<file path="src/rtl/axi_swr_pkg.sv">
package axi_swr_pkg;

   typedef enum logic [1:0] {
      ST_IDLE = 2'd0,
      ST_RUN  = 2'd1,
      ST_DONE = 2'd2
   } swr_state_e;

   localparam logic [1:0] RESP_OKAY  = 2'b00;
   localparam logic [1:0] BURST_INCR = 2'b01;
   localparam int         MAX_LEN_LG = 8;

endpackage

</file>
<file path="src/rtl/axi_swr_addr.sv">
module axi_swr_addr
   import axi_swr_pkg::*;
#(
   parameter int ADDR_W = 32,
   parameter int CNT_W  = 16,
   parameter int BUS_LG = 3
) (
   input  logic              clk,
   input  logic              rst_n,
   input  logic              load_i,
   input  logic              run_i,
   input  logic [CNT_W-1:0]  cnt_i,
   input  logic [ADDR_W-1:0] base_i,
   input  logic [ADDR_W-1:0] stride_i,
   input  logic [ADDR_W-1:0] mask_i,
   input  logic [7:0]        len_i,
   input  logic              awready_i,
   output logic              awvalid_o,
   output logic [ADDR_W-1:0] awaddr_o,
   output logic [7:0]        awlen_o,
   output logic [2:0]        awsize_o,
   output logic [1:0]        awburst_o
);

   logic [CNT_W-1:0]  left_q;
   logic [ADDR_W-1:0] off_q;
   logic              hs;

   assign awvalid_o = run_i && (left_q != '0);
   assign hs        = awvalid_o && awready_i;
   assign awaddr_o  = base_i + (off_q & mask_i);
   assign awlen_o   = len_i;
   assign awsize_o  = 3'(BUS_LG);
   assign awburst_o = BURST_INCR;

   always_ff @(posedge clk) begin
      if (!rst_n) begin
         left_q <= '0;
         off_q  <= '0;
      end else if (load_i) begin
         left_q <= cnt_i;
         off_q  <= '0;
      end else if (hs) begin
         left_q <= left_q - 1'b1;
         off_q  <= off_q + stride_i;
      end
   end

   // consecutive addresses differ by the stride modulo the window
   p_addr_step_r1: assert property (@(posedge clk) disable iff (!rst_n)
      (hs && left_q > CNT_W'(1)) |=>
         (((awaddr_o - $past(awaddr_o)) & mask_i) == (stride_i & mask_i)))
      else $error("address step differs from stride");

   // address channel is never dropped between bursts
   p_aw_saturate_r4: assert property (@(posedge clk) disable iff (!rst_n)
      (hs && left_q > CNT_W'(1)) |=> awvalid_o)
      else $error("awvalid dropped mid job");

   // stalled address held stable
   p_aw_hold_r4: assert property (@(posedge clk) disable iff (!rst_n)
      (awvalid_o && !awready_i) |=> (awvalid_o && $stable(awaddr_o)))
      else $error("address changed under backpressure");

endmodule

</file>
<file path="src/rtl/axi_swr_data.sv">
module axi_swr_data #(
   parameter int CNT_W  = 16,
   parameter int DATA_W = 64
) (
   input  logic                clk,
   input  logic                rst_n,
   input  logic                load_i,
   input  logic                run_i,
   input  logic [CNT_W-1:0]    cnt_i,
   input  logic [7:0]          len_i,
   input  logic                wready_i,
   output logic                wvalid_o,
   output logic [DATA_W-1:0]   wdata_o,
   output logic [DATA_W/8-1:0] wstrb_o,
   output logic                wlast_o
);

   localparam int LANES = DATA_W / 32;

   logic [CNT_W-1:0] left_q;
   logic [CNT_W-1:0] idx_q;
   logic [7:0]       beat_q;
   logic             hs;
   logic [31:0]      tag;

   assign wvalid_o = run_i && (left_q != '0);
   assign wlast_o  = wvalid_o && (beat_q == len_i);
   assign hs       = wvalid_o && wready_i;
   assign wstrb_o  = '1;
   assign tag      = (32'(idx_q) << 8) | 32'(beat_q);

   for (genvar g = 0; g < LANES; g++) begin : g_lane
      assign wdata_o[g*32 +: 32] = tag + 32'(g);
   end

   always_ff @(posedge clk) begin
      if (!rst_n) begin
         left_q <= '0;
         idx_q  <= '0;
         beat_q <= '0;
      end else if (load_i) begin
         left_q <= cnt_i;
         idx_q  <= '0;
         beat_q <= '0;
      end else if (hs) begin
         if (beat_q == len_i) begin
            beat_q <= '0;
            left_q <= left_q - 1'b1;
            idx_q  <= idx_q + 1'b1;
         end else begin
            beat_q <= beat_q + 1'b1;
         end
      end
   end

   // stalled beat held stable
   p_w_hold_r4: assert property (@(posedge clk) disable iff (!rst_n)
      (wvalid_o && !wready_i) |=>
         (wvalid_o && $stable(wdata_o) && $stable(wlast_o)))
      else $error("data changed under backpressure");

   // data channel stays busy until every burst is sent
   p_w_saturate_r4: assert property (@(posedge clk) disable iff (!rst_n)
      (hs && left_q > CNT_W'(1)) |=> wvalid_o)
      else $error("wvalid dropped mid job");

   // a beat that is not last is followed by more beats of the burst
   p_burst_cont_r3: assert property (@(posedge clk) disable iff (!rst_n)
      (hs && !wlast_o) |=> wvalid_o)
      else $error("burst cut short");

endmodule

</file>
<file path="src/rtl/axi_swr_resp.sv">
module axi_swr_resp
   import axi_swr_pkg::*;
#(
   parameter int CNT_W = 16
) (
   input  logic             clk,
   input  logic             rst_n,
   input  logic             load_i,
   input  logic             run_i,
   input  logic [CNT_W-1:0] cnt_i,
   input  logic             bvalid_i,
   input  logic [1:0]       bresp_i,
   output logic             bready_o,
   output logic             last_o,
   output logic             err_o
);

   logic [CNT_W-1:0] left_q;
   logic             err_q;
   logic             hs;

   assign bready_o = run_i;
   assign hs       = bvalid_i && bready_o;
   assign last_o   = hs && (left_q == CNT_W'(1));
   assign err_o    = err_q;

   always_ff @(posedge clk) begin
      if (!rst_n) begin
         left_q <= '0;
         err_q  <= 1'b0;
      end else if (load_i) begin
         left_q <= cnt_i;
         err_q  <= 1'b0;
      end else if (hs) begin
         left_q <= left_q - 1'b1;
         if (bresp_i != RESP_OKAY) err_q <= 1'b1;
      end
   end

   // no response beyond the outstanding count
   p_no_extra_resp_r5: assert property (@(posedge clk) disable iff (!rst_n)
      (bvalid_i && bready_o) |-> (left_q != '0))
      else $error("response with nothing outstanding");

   // error flag is sticky until a new job
   p_err_sticky_r7: assert property (@(posedge clk) disable iff (!rst_n)
      (err_q && !load_i) |=> err_q)
      else $error("error flag lost");

endmodule

</file>
<file path="src/rtl/axi_stride_writer.sv">
module axi_stride_writer
   import axi_swr_pkg::*;
#(
   parameter int ADDR_W = 32,
   parameter int DATA_W = 64,
   parameter int CNT_W  = 16,
   parameter int LOG_W  = 6
) (
   input  logic                clk,
   input  logic                rst_n,
   input  logic                task_start,
   input  logic [ADDR_W-1:0]   task_addr,
   input  logic [CNT_W-1:0]    task_count,
   input  logic [LOG_W-1:0]    task_burst_lg,
   input  logic [LOG_W-1:0]    task_stride_lg,
   input  logic [LOG_W-1:0]    task_wset_lg,
   output logic                busy,
   output logic                done,
   output logic                err,
   output logic [63:0]         cycles,
   output logic                m_awvalid,
   input  logic                m_awready,
   output logic [ADDR_W-1:0]   m_awaddr,
   output logic [7:0]          m_awlen,
   output logic [2:0]          m_awsize,
   output logic [1:0]          m_awburst,
   output logic                m_wvalid,
   input  logic                m_wready,
   output logic [DATA_W-1:0]   m_wdata,
   output logic [DATA_W/8-1:0] m_wstrb,
   output logic                m_wlast,
   input  logic                m_bvalid,
   output logic                m_bready,
   input  logic [1:0]          m_bresp
);

   localparam int BUS_BYTES = DATA_W / 8;
   localparam int BUS_LG    = $clog2(BUS_BYTES);
   localparam int MAX_LG    = BUS_LG + MAX_LEN_LG;

   initial begin
      assert (DATA_W >= 32 && DATA_W % 32 == 0 && (1 << BUS_LG) == BUS_BYTES)
         else $error("DATA_W must be a power of two of at least 32");
      assert (ADDR_W >= 8 && ADDR_W <= 64) else $error("ADDR_W out of range");
      assert (CNT_W >= 2) else $error("CNT_W too small");
      assert ((1 << LOG_W) > MAX_LG) else $error("LOG_W too narrow");
   end

   swr_state_e        state_q;
   logic [ADDR_W-1:0] base_q, stride_q, mask_q;
   logic [7:0]        len_q;
   logic [63:0]       cyc_q;
   logic              accept, run, last_resp;
   logic [LOG_W-1:0]  blg_c;
   logic [7:0]        len_c;

   assign run    = (state_q == ST_RUN);
   assign accept = task_start && !run;

   // clamp burst size into one beat .. 256 beats
   always_comb begin
      if (task_burst_lg < LOG_W'(BUS_LG))      blg_c = LOG_W'(BUS_LG);
      else if (task_burst_lg > LOG_W'(MAX_LG)) blg_c = LOG_W'(MAX_LG);
      else                                     blg_c = task_burst_lg;
      len_c = 8'((9'(1) << (blg_c - LOG_W'(BUS_LG))) - 9'(1));
   end

   always_ff @(posedge clk) begin
      if (!rst_n) begin
         state_q  <= ST_IDLE;
         base_q   <= '0;
         stride_q <= '0;
         mask_q   <= '0;
         len_q    <= '0;
         cyc_q    <= '0;
      end else if (accept) begin
         state_q  <= (task_count == '0) ? ST_DONE : ST_RUN;
         base_q   <= task_addr;
         stride_q <= ADDR_W'(1) << task_stride_lg;
         mask_q   <= (ADDR_W'(1) << task_wset_lg) - ADDR_W'(1);
         len_q    <= len_c;
         cyc_q    <= '0;
      end else if (run) begin
         cyc_q <= cyc_q + 64'd1;
         if (last_resp) state_q <= ST_DONE;
      end
   end

   assign busy   = run;
   assign done   = (state_q == ST_DONE);
   assign cycles = cyc_q;

   axi_swr_addr #(.ADDR_W(ADDR_W), .CNT_W(CNT_W), .BUS_LG(BUS_LG)) u_addr (
      .clk(clk), .rst_n(rst_n), .load_i(accept), .run_i(run),
      .cnt_i(task_count), .base_i(base_q), .stride_i(stride_q),
      .mask_i(mask_q), .len_i(len_q), .awready_i(m_awready),
      .awvalid_o(m_awvalid), .awaddr_o(m_awaddr), .awlen_o(m_awlen),
      .awsize_o(m_awsize), .awburst_o(m_awburst)
   );

   axi_swr_data #(.CNT_W(CNT_W), .DATA_W(DATA_W)) u_data (
      .clk(clk), .rst_n(rst_n), .load_i(accept), .run_i(run),
      .cnt_i(task_count), .len_i(len_q), .wready_i(m_wready),
      .wvalid_o(m_wvalid), .wdata_o(m_wdata), .wstrb_o(m_wstrb),
      .wlast_o(m_wlast)
   );

   axi_swr_resp #(.CNT_W(CNT_W)) u_resp (
      .clk(clk), .rst_n(rst_n), .load_i(accept), .run_i(run),
      .cnt_i(task_count), .bvalid_i(m_bvalid), .bresp_i(m_bresp),
      .bready_o(m_bready), .last_o(last_resp), .err_o(err)
   );

   // elapsed count frozen once finished
   p_cycles_frozen_r6: assert property (@(posedge clk) disable iff (!rst_n)
      (done && !task_start) |=> (done && $stable(cycles)))
      else $error("cycle count moved after completion");

   // start while running leaves the job untouched
   p_start_ignored_r8: assert property (@(posedge clk) disable iff (!rst_n)
      (run && task_start) |=> ($stable(base_q) && $stable(len_q) && $stable(mask_q)))
      else $error("job parameters changed while busy");

endmodule

</file>
<file path="config.mk">
export PLATFORM = sky130hd
export DESIGN_NAME = axi_stride_writer
export DESIGN_NICKNAME = d
export VERILOG_FILES = /design/src/rtl/axi_swr_pkg.sv /design/src/rtl/axi_swr_addr.sv /design/src/rtl/axi_swr_data.sv /design/src/rtl/axi_swr_resp.sv /design/src/rtl/axi_stride_writer.sv
export SDC_FILE = /design/constraint.sdc
export NUM_CORES = 1
export LEC_CHECK = 0
export BUFFER_PORTS_ARGS = -buffer_cell sky130_fd_sc_hd__buf_4
export CAP_MARGIN = 5
export CORE_MARGIN = 2
export CORE_UTILIZATION = 35
export DETAILED_ROUTE_END_ITERATION = 6
export PLACE_DENSITY = 0.56
export SKIP_LAST_GASP = 1
export SLEW_MARGIN = 10
export SYNTH_ARGS = -nofsm -noshare
export SYNTH_HDL_FRONTEND = slang
export SYNTH_SLANG_ARGS = --single-unit
</file>
<file path="constraint.sdc">
create_clock -name clk -period 3.7 [get_ports clk]
set_clock_uncertainty 0.2 [all_clocks]
set_input_delay 0.555 -clock clk [delete_from_list [all_inputs] [get_ports clk]]
set_output_delay 0.555 -clock clk [all_outputs]
set_load 0.005 [all_outputs]
</file>
* Yosys cells after proc, flatten, opt, wreduce, memory -nomap -nowiden
Index checks and enable logic that the tools add are counted.
Operators by class: reductions and logical operators 24, $lt $le $gt $ge 2, muxes and demuxes 14, shift operators 3, equality and inequality tests 4, add/subtract/negate cells 12, bitwise operators 3
Operator list (number):
- $mux 16 | 7
- $add 32x32->32 | 2
- $add 64x1->64 const B | 1
- $shl 1x6->32 const A | 2
- $sub 16x1->16 const B | 3
- $add 32x1->32 const B | 1
- $and 32x32->32 | 1
- $reduce_bool 16->1 | 2
- $sub 32x2->32 const B | 1
- $or 24x8->24 | 1
- $add 16x1->16 const B | 1
- $eq 16x1->1 const B | 1
- $logic_not 16->1 | 1
- $reduce_bool 2->1 | 7
- $mux 6 | 2
- $add 8x1->8 const B | 1
- $eq 8x8->1 | 1
- $logic_and 1x1->1 | 8
- $mux 2 | 4
- $mux 8 | 1
- $reduce_and 2->1 | 4
- $shl 1x6->8 const A | 1
- $sub 8x2->8 const B | 1
- $gt 6x4->1 const B | 1
- 7 further kinds | 7
Storage, ports and cells: output and inout bits 188, register bits after elaboration 275, logic and storage cells 75, bits of input ports 74

* Depth between registers and ports, before layout
Gate-level depths: netlist of the first run.
word-level depth 6, gate-level depth with buffers 15, mapped depth without buffers 15

* Cells and area by module
Synthesis of the first run repeated with hierarchy kept, for this count alone.
Second synthesis, totals: cell total of the unflattened synthesis 2108, area total of the unflattened synthesis 16666.0 um^2
By module, submodules not included:
- axi_stride_writer | cells each 928, times used 1, area an instance 7474.7 um^2, seq. area each 3403.3 um^2
- axi_swr_addr | cells each 711, times used 1, area an instance 5382.7 um^2, seq. area each 960.9 um^2
- axi_swr_data | cells each 353, times used 1, area an instance 2810.2 um^2, seq. area each 800.8 um^2
- axi_swr_resp | cells each 116, times used 1, area an instance 998.5 um^2, seq. area each 340.3 um^2

* Worst setup path before layout of the first run
OpenSTA, ideal clock, no wires.
path kind reg2out, from register mask_q[11], to output m_awaddr[26], arrival 2.678 ns, slack 0.267 ns, buffers on the path 0, stages on the path, launching flop included 13, required time 2.945 ns, cell sequence dfxtp_1 -> and2_1 -> ha_1 -> a21o_1 -> a21o_1 -> a21oi_1 -> o21ai_0 -> a2111oi_0 -> a21oi_1 -> a221o_1 -> a21o_1 -> a21oi_1 -> xnor2_1
Between the ends: cells in the longest elaborated chain, start to end 2
RTL lines:
- start: declaration | line axi_stride_writer.sv:50 | logic [ADDR_W-1:0] base_q, stride_q, mask_q;
- start signal: assignment | line axi_stride_writer.sv:80 | mask_q <= (ADDR_W'(1) << task_wset_lg) - ADDR_W'(1);
- $and 32x32->32 | line axi_swr_addr.sv:31 | assign awaddr_o = base_i + (off_q & mask_i);
- $add 32x32->32 | line axi_swr_addr.sv:31
- end: declaration | line axi_stride_writer.sv:23 | output logic [ADDR_W-1:0] m_awaddr,
Every way passes these cells.

* Worst setup path after layout of the first run
from register mask_q[11], to output m_awaddr[28]
The elaborated chain is that of the path after synthesis.

==> results of run 1 <==
==> what timing repair did <==
action | CTS | global route
endpoints found under the setup margin | 24 | 32
gates resized for setup | 73 | 59
buffers inserted | 18 | 18
pin swaps | 56 | 47
==> synthesized netlist by cell type, types with 4 or more instances <==
| library cell | number |
|---|---|
| dfxtp_1 | 275 |
| nand2_1 | 221 |
| nor2_1 | 213 |
| a21oi_1 | 192 |
| xnor2_1 | 97 |
| o21ai_0 | 96 |
| xor2_1 | 90 |
| clkbuf_1 | 74 |
| ha_1 | 72 |
| nand3_1 | 56 |
| inv_1 | 41 |
| nor3_1 | 41 |
| and2_1 | 39 |
| buf_4 | 30 |
| a21o_1 | 29 |
| and3_1 | 28 |
| or3_1 | 27 |
| a211oi_1 | 26 |
| nand4_1 | 23 |
| a22o_1 | 22 |
| a31oi_1 | 17 |
| o21a_1 | 15 |
| nor4_1 | 14 |
| nor2b_1 | 13 |
| o211ai_1 | 10 |
| nand2b_1 | 8 |
| nand3b_1 | 8 |
| or2_2 | 8 |
| a32o_1 | 6 |
| o31ai_1 | 6 |
| o21bai_1 | 5 |
| a41oi_1 | 4 |
| buf_1 | 4 |
| buf_2 | 4 |
| nor3b_1 | 4 |
| o311ai_0 | 4 |
==> worst min-delay path by stage <==
stage               slack [ns]  cells past startpoint                        to
detailed placement        0.24                      2    mask_q[0]$_SDFFE_PN0P_
CTS                       0.02                      3   base_q[14]$_SDFFE_PN0P_
floorplan                 0.23                      2  stride_q[2]$_SDFFE_PN0P_
global placement          0.24                      2   mask_q[31]$_SDFFE_PN0P_
global route              0.03                      3    base_q[7]$_SDFFE_PN0P_
finish                    0.05                      3   base_q[16]$_SDFFE_PN0P_
==> power groups by stage <==
stage | logic (mW) | registers (mW) | clock network, mW
final | 0.815 | 3.17 | 3.35
after global routing | 0.906 | 3.19 | 3.59
after CTS | 0.800 | 3.17 | 3.46
after detailed placement | 0.780 | 3.23 | 0
after global placement | 0.769 | 3.23 | 0
after floorplan | 0.510 | 3.21 | 0
==> metrics by stage <==
| step | area (sq um) | TNS (ns) | worst slack [ns] | util | hold slack [ns] |
|---|---|---|---|---|---|
| floorplan | 15400 | 0 | 0.267 | - | 0.232 |
| global placement | 17700 | -0.273 | -0.0934 | 0.411 | 0.243 |
| detailed placement | 17700 | -0.320 | -0.116 | 0.411 | 0.244 |
| CTS | 19300 | -4.05 | -0.421 | 0.448 | 0.0202 |
| global route | 19600 | -5.69 | -0.548 | 0.456 | 0.0345 |
| finish | 19600 | -3.32 | -0.446 | 0.456 | 0.0458 |
==> registers in the layout (all words and copies together), names as in the netlist <==
| signal | cells |
|---|---|
| u_addr.left_q | 16 |
| stride_q | 32 |
| u_data.idx_q | 16 |
| cycles | 64 |
| u_resp.left_q | 16 |
| u_data.left_q | 16 |
| u_resp.err_o | 1 |
| u_data.beat_q | 8 |
| mask_q | 32 |
| state_q | 2 |
| u_addr.off_q | 32 |
| base_q | 32 |
| len_q | 8 |
==> critical path, stage by stage, from the launching register on <==
cell,delay (ns)
dfxtp_2,0.32
and2_4,0.16
ha_4,0.24
a21o_1,0.16
a21o_1,0.18
a21oi_2,0.15
o21ai_2,0.10
a2111oi_4,0.36
a21oi_4,0.11
a221o_1,0.40
a21oi_2,0.21
nor2b_4,0.19
xnor2_2,0.12
buf_4,0.12
==> area by class of cell <==
type	count	area [sq um]	share of cell area
inverter	43	161	0.00822
clock inverter	12	134	0.00682
clock buffer	48	986	0.0502
tap	585	732	0.0373
timing repair buffer	308	2370	0.121
sequential	275	5520	0.281
multi-input combinational	1498	9720	0.495
==> metal layers <==
layer / vias up / wire length [microns] / GRT usage
met5: - / 58 / 0
met4: 10 / 1040 / 0.0538
met3: 81 / 2230 / 0.0377
met2: 297 / 20500 / 0.307
met1: 6616 / 21200 / 0.261
li1: 7121 / - / -
==> logic make-up after synthesis <==
group | after synthesis | synth area share
AND/OR/NAND/NOR | 736 | 0.233
AO/OA/AOI/OAI | 471 | 0.190
flip-flops | 275 | 0.360
XOR/XNOR | 187 | 0.107
buffers and inverters | 156 | 0.0461
adder cells (fa/ha/maj) | 74 | 0.0615
other | 2 | 0.000491
multiplexers | 2 | 0.00131
==> reports/results.ini, run 1 <==
[cells_and_area]
area_growth_pct=28.4
drive_gt1_frac=0.228
mostFrequentLayoutCell=buf_4
fillers=4234
final_cell_mix=296 x buf_4, 260 x dfxtp_1, 217 x nand2_1, 205 x nor2_1, 179 x a21oi_1
stdcell_count=2769
antenna_cells=0
nets=2309

[pwr]
leakagePower_nw=8.14
p_total_mw=7.34
swShare=0.260
seqPwrFrac=0.433
p_per_area_nw_per_um2=374
irDropWorstVdd_mv=0.323
p_int_mw=5.43
clkPwrFrac=0.456
pwr-share-comb=0.111
p_switching_mw=1.91

[synth]
netlist_top_cells_area=dfxtp_1 36%, a21oi_1 6.3%, ha_1 5.9%
synth_seq_cells=275
synth-main-ff-cell=dfxtp_1
netlist_area_sq_um=15300
synth.avg_cell_area_sq_um=8.03
yosysWarnings=0
synth_seq_area_share=0.360
yosysUniqueCellTypes=86
synthArstFlopShare=0
synth_edf_count=0
synthCells=1903
synth_top_area_cell=dfxtp_1
synth.top_cell.area_share=0.360

[worst_setup_path]
rr_endpoint=u_addr.off_q[28]$_SDFFE_PP0P_
r2r_start=u_addr.off_q[9]$_SDFFE_PP0P_
critPathCaptureType=primary output
r2r_slack_ns=0.25
start_kind=flip-flop
cp.required_ns=2.94
crit_fanout=3
reg2reg_depth=11
crit_type=reg -> out
arrival_ns=3.39
crit_path_start=mask_q[11]$_SDFFE_PN0P_
crit_path_end=m_awaddr[28]

[floorplanning]
io_pins=262
core_area_sq_um=43100
fp-row-count=76
start_util=0.355
dieHeight_microns=213
die_w_microns=213
die_area_sq_um=45400

[placed_design]
portBuffers=233
gp_congestion=0.877
detailedPlacementHpwl_microns=32200
placed_cells=2679

[timing]
max_freq_mhz=241
tightest_slew_ns=0.871
finalCriticalPeriod_ns=4.15
slew_viol_final=0
finalSetupViolCount=15
hold_violations=0
slew_headroom=0.420
rsz0062_at_grt=yes
fin_ws_ns=-0.446
fin_crit_sh=1.12

[min_path]
hp-class=in -> reg
hp-start=task_addr[16]

[clock_tree]
cts_tree=yes
htree_levels=2
clk_latency_ns=0.55
cts_buffer_depth=3
clkTransAtPathRegs_ns=0.06
cts-root-buf=clkbuf_16
cts.sinks=275
cts_buffers=35
holdBufCountCts=0

[detailed_routing]
route.detailed.drc=0
drt-pass1-iter-count=5
num_vias=14125
vias_per_cell=5.10
wire_per_inst_microns=16.3
drt_first_iter_violations=849
final_antenna_net_count=0
finalWirelength_microns=45000

[global_routing]
grt_usage=0.192
grt_start_max_net_pins=96
overflow=0
antenna_found_initial=5
grt_pass1_wl_microns=70200
grt_pass1_vias=13214

[job]
cap_violations=0

[status]
status=complete, but fails checks
violations=setup timing

No activity file was read; power rests on OpenSTA's default activity.
==> run 2, diff against run 1 <==
Settings changed: SETUP_SLACK_MARGIN set to 0.02.
==> reports/results.ini, run 2 (synthesis results as in run 1) <==
[status]
status=complete, but fails checks
violations=setup timing

[placed_design]
gp_congestion=0.877
postPlaceCellArea_sq_um=17700
portBuffers=233
placed_cells=2679
detailedPlacementHpwl_microns=32200

[worst_setup_path]
critPathCaptureType=primary output
start_kind=flip-flop
reg2reg_depth=13
r2r_start=u_addr.off_q[0]$_SDFFE_PP0P_
crit_buf_inv=1
cp.required_ns=2.94
cpPeakStageDelay_ns=0.39
crit_type=reg -> out
arrival_ns=3.38
cp_slowest_cell=a221o_1
crit_path_start=mask_q[11]$_SDFFE_PN0P_
path_cells=and2_4 -> ha_4 -> a21o_1 -> a21o_1 -> a21oi_2 -> o21ai_2 -> a2111oi_4 -> a21oi_4 -> a221o_1 -> a21oi_2 -> nor2b_4 -> xnor2_2 -> buf_4
cp.depth=13
crit_family=compound AO/OA/AOI/OAI gates
crit_fanout=3

[clock_tree]
clkTransAtPathRegs_ns=0.06
clk_latency_ns=0.55
htree_levels=2
cts-root-buf=clkbuf_16
cts_buffer_depth=3
cts.sinks=275
cts_buffers=35
cts_tree=yes
holdBufCountCts=0

[cells_and_area]
largest_reg_flops=64
mostFrequentLayoutCell=buf_4
antenna_cells=0
final_area_sq_um=19700
post-route-util=0.456
stdcell_count=2769
area_growth_pct=28.6
final_cell_mix=295 x buf_4, 260 x dfxtp_1, 217 x nand2_1, 205 x nor2_1, 179 x a21oi_1
nets=2309
drive_gt1_frac=0.229

[min_path]
hp-class=in -> reg
holdPathStages=3
hp-start=task_addr[16]

[detailed_routing]
route.detailed.drc=0
final_antenna_net_count=0
finalWirelength_microns=45100
wire_per_inst_microns=16.3
drt-pass1-iter-count=5
vias_per_cell=5.12
drt_first_iter_violations=866
num_vias=14170

[global_routing]
grt_usage=0.192
antenna_found_initial=5
overflow=0
grt_pass1_vias=13211
grt_start_max_net_pins=96
grt_pass1_wl_microns=70200

[pwr]
p_total_mw=7.34
p_per_area_nw_per_um2=373
leakagePower_nw=8.14
irDropWorstVdd_mv=0.323

[timing]
fin_hold_ws_ns=0.0461
slew_viol_final=0
finalCriticalPeriod_ns=4.13
finalSetupViolCount=15
fin_crit_sh=1.12
tightest_slew_ns=0.876
max_freq_mhz=242
rsz0062_at_grt=yes
hold_violations=0
fin_ws_ns=-0.433
slew_headroom=0.416

[floorplanning]
fp-row-count=76
die_area_sq_um=45400
dieHeight_microns=213
io_pins=262
die_w_microns=213
start_util=0.355
core_area_sq_um=43100

[job]
cap_violations=0

==> run 2: cell types whose count changed in the layout (fill, tap and decap cells not counted) <==
cell / previous run / this run
a2111oi_2: 3 / 2
a2111oi_4: 1 / 2
buf_4: 296 / 295
buf_6: 10 / 11
nand2_2: 3 / 2
nand2_4: 2 / 3
nor2b_1: 11 / 10
nor2b_2: 1 / 2
==> run 2: layout make-up <==
class	count	area, sq um
Fill cell	4233	23400
Multi-Input combinational cell	1498	9740
Sequential cell	275	5520
Timing Repair Buffer	308	2380
Clock buffer	48	986
Tap cell	585	732
Inverter	43	161
Clock inverter	12	134
==> run 2: tightest hold or removal path, stage by stage <==
cell	delay, ns
buf_4	0.11
nand2_1	0.05
a21oi_1	0.05
==> run 2: timing repair <==
action	CTS	global route
endpoints found under the setup margin	26	32
pin swaps	56	49
gates resized for setup	73	63
buffers inserted	18	18
==> run 2: path summary, 6_finish.rpt <==
check / endpoint / slack (ns)
setup / recovery: m_awaddr[28] / -0.43
setup reg to reg: u_addr.off_q[28]$_SDFFE_PP0P_ / 0.24
hold / removal: base_q[16]$_SDFFE_PN0P_ / 0.05
hold reg to reg: mask_q[0]$_SDFFE_PN0P_ / 0.25
==> run 2: where the power goes <==
part / total [mW] / switching [mW] / internal (mW)
sequential: 3.17 / 0.0902 / 3.08
clock: 3.35 / 1.34 / 2.01
combinational: 0.816 / 0.480 / 0.336
total: 7.34 / 1.91 / 5.43
==> run 2: metal layers <==
| metal | vias up | part of all wire | GRT usage |
|---|---|---|---|
| li1 | 7123 | - | - |
| met3 | 81 | 0.049 | 0.0377 |
| met2 | 295 | 0.46 | 0.307 |
| met4 | 10 | 0.023 | 0.0538 |
| met1 | 6661 | 0.47 | 0.261 |
| met5 | - | 0.0015 | 0 |
==> run 2: metrics by stage <==
step                setup TNS (ns)  worst slack, ns
finish                       -3.31           -0.433
global route                 -5.69           -0.548
CTS                          -4.05           -0.421
detailed placement          -0.320           -0.116
global placement            -0.273          -0.0934
floorplan                        0            0.267
==> run 3, diff against run 2 <==
Settings changed: CTS_BUF_LIST set to sky130_fd_sc_hd__clkbuf_4 sky130_fd_sc_hd__clkbuf_8 sky130_fd_sc_hd__clkbuf_16, REMOVE_ABC_BUFFERS set to 1.
==> reports/results.ini, run 3 (synthesis results as in run 1) <==
[status]
status=complete, but fails checks
violations=setup timing

[floorplanning]
die_area_sq_um=45400
start_util=0.355
fp-row-count=76
io_pins=262
core_area_sq_um=43100
die_w_microns=213
dieHeight_microns=213

[worst_setup_path]
reg2reg_depth=12
cp.required_ns=2.94
cp.depth=14
r2r_slack_ns=0.27
cpPeakStageDelay_ns=0.32
path_cells=and2_4 -> ha_4 -> buf_4 -> nand3_4 -> nor3_1 -> nor2_1 -> o221a_4 -> o21a_4 -> buf_4 -> o31a_1 -> o21bai_1 -> a21oi_2 -> xnor2_1 -> buf_4
cp_slowest_cell=dfxtp_2
crit_type=reg -> out
crit_family=compound AO/OA/AOI/OAI gates
crit_path_start=mask_q[11]$_SDFFE_PN0P_
arrival_ns=3.40
rr_endpoint=u_addr.off_q[31]$_SDFFE_PP0P_
r2r_start=u_addr.off_q[16]$_SDFFE_PP0P_
crit_buf_inv=3
crit_fanout=4
path_common_cell=buf_4
critPathCaptureType=primary output
start_kind=flip-flop

[min_path]
hp-start=task_addr[17]
holdPathEnd=base_q[17]$_SDFFE_PN0P_
hp-class=in -> reg
holdPathStages=3

[cells_and_area]
largest_reg_flops=64
antenna_cells=0
final_cell_mix=315 x buf_4, 268 x dfxtp_1, 217 x nand2_1, 205 x nor2_1, 180 x a21oi_1
nets=2326
fillers=4305
post-route-util=0.456
drive_gt1_frac=0.228
area_growth_pct=28.6
final_area_sq_um=19700
mostFrequentLayoutCell=buf_4

[clock_tree]
cts_buffers=31
clkTransAtPathRegs_ns=0.06
cts_buffer_depth=3
clk_latency_ns=0.58
cts-root-buf=clkbuf_16
cts.sinks=275
cts_tree=yes
htree_levels=1

[global_routing]
grt_pass1_vias=13489
grt_start_max_net_pins=105
grt_usage=0.197
grt_pass1_wl_microns=72000
antenna_found_initial=1
overflow=0

[timing]
slew_headroom=0.353
slew_viol_final=0
fin_hold_ws_ns=0.0276
hold_violations=0
finalCriticalPeriod_ns=4.15
max_freq_mhz=241
tightest_slew_ns=0.970
finalSetupViolCount=19
fin_ws_ns=-0.454
rsz0062_at_grt=yes
fin_crit_sh=1.12
final.setup.tns_ns=-5.16

[detailed_routing]
drt-pass1-iter-count=5
drt_first_iter_violations=969
vias_per_cell=5.14
num_vias=14301
wire_per_inst_microns=16.7
route.detailed.drc=0
final_antenna_net_count=0
finalWirelength_microns=46500

[pwr]
leakagePower_nw=8.17
irDropWorstVdd_mv=0.332
p_per_area_nw_per_um2=359

[placed_design]
gp_congestion=0.877
postPlaceCellArea_sq_um=18000
detailedPlacementHpwl_microns=33600
portBuffers=233

[job]
cap_violations=0

run 3: cell count changes in the layout (fill, tap and decap cells not counted), moves of 3 or more:
cell | previous run | this run
nor3_2 | 1 | 4
buf_6 | 11 | 5
dfxtp_2 | 15 | 7
clkbuf_16 | 36 | 31
and2_4 | 14 | 5
buf_4 | 295 | 315
clkbuf_1 | 8 | 0
clkbuf_4 | 0 | 10
and2_1 | 26 | 35
dlygate4sd3_1 | 0 | 5
dfxtp_1 | 260 | 268
run 3: how the worst max path moves through the flow:
stage	endpoint	slack [ns]
5_1_grt	m_awaddr[28]	-0.55
3_3_place_gp	m_awaddr[31]	-0.27
4_1_cts	m_awaddr[28]	-0.50
3_5_place_dp	m_awaddr[31]	-0.26
6_report	m_awaddr[29]	-0.45
2_1_floorplan	u_addr.off_q[20]$_SDFFE_PP0P_	-2.06
run 3: cell type report:
cell class	count	area, sq um	share of cell area
clock inverter	9	87.6	0.00446
tap	585	732	0.0372
inverter	43	161	0.00821
multi-input combinational	1498	9700	0.494
clock buffer	45	906	0.0461
sequential	275	5510	0.281
timing repair buffer	329	2550	0.130
run 3: per-stage QoR:
stage | power (mW) | cells | setup slack (ns)
after CTS | 7.13 | 2773 | -0.500
after detailed placement | 4.05 | 2713 | -0.263
after global routing | 7.38 | 2784 | -0.547
final | 7.06 | 2784 | -0.454
after global placement | 4.03 | 2713 | -0.272
after floorplan | 3.66 | 1816 | -2.06
run 3: routing by layer:
| metal | part of all wire | GRT usage | vias to the layer above | wire (microns) |
|---|---|---|---|---|
| met3 | 0.045 | 0.0249 | 62 | 2080 |
| met2 | 0.47 | 0.333 | 302 | 22000 |
| met1 | 0.46 | 0.261 | 6779 | 21300 |
| met4 | 0.023 | 0.0596 | 0 | 1090 |
| met5 | 0 | 0 | - | 0 |
| li1 | - | - | 7158 | - |
run 3: repair_timing:
action,in CTS,in global routing
hold buffers,5,0
pin swaps,25,49
buffers inserted,4,13
endpoints found under the setup margin,28,32
resized for setup,48,62
endpoints found under the hold margin,5,0
run 3: worst register-to-register path: cells and delay by family (launching register included):
family / cells / cell delay [ns]
AO/OA/AOI/OAI: 7 / 1.59
buffers and inverters: 1 / 0.13
AND/OR/NAND/NOR: 2 / 0.65
XOR/XNOR: 1 / 0.12
flip-flops: 1 / 0.31
adder cells (fa/ha/maj): 1 / 0.37
run 3: where the power goes:
group	total [mW]	switching, mW	leakage (nW)	internal (mW)
clock	3.04	1.28	0.504	1.76
sequential	3.18	0.0943	2.25	3.08
combinational	0.841	0.498	5.42	0.343
total	7.06	1.87	8.17	5.19
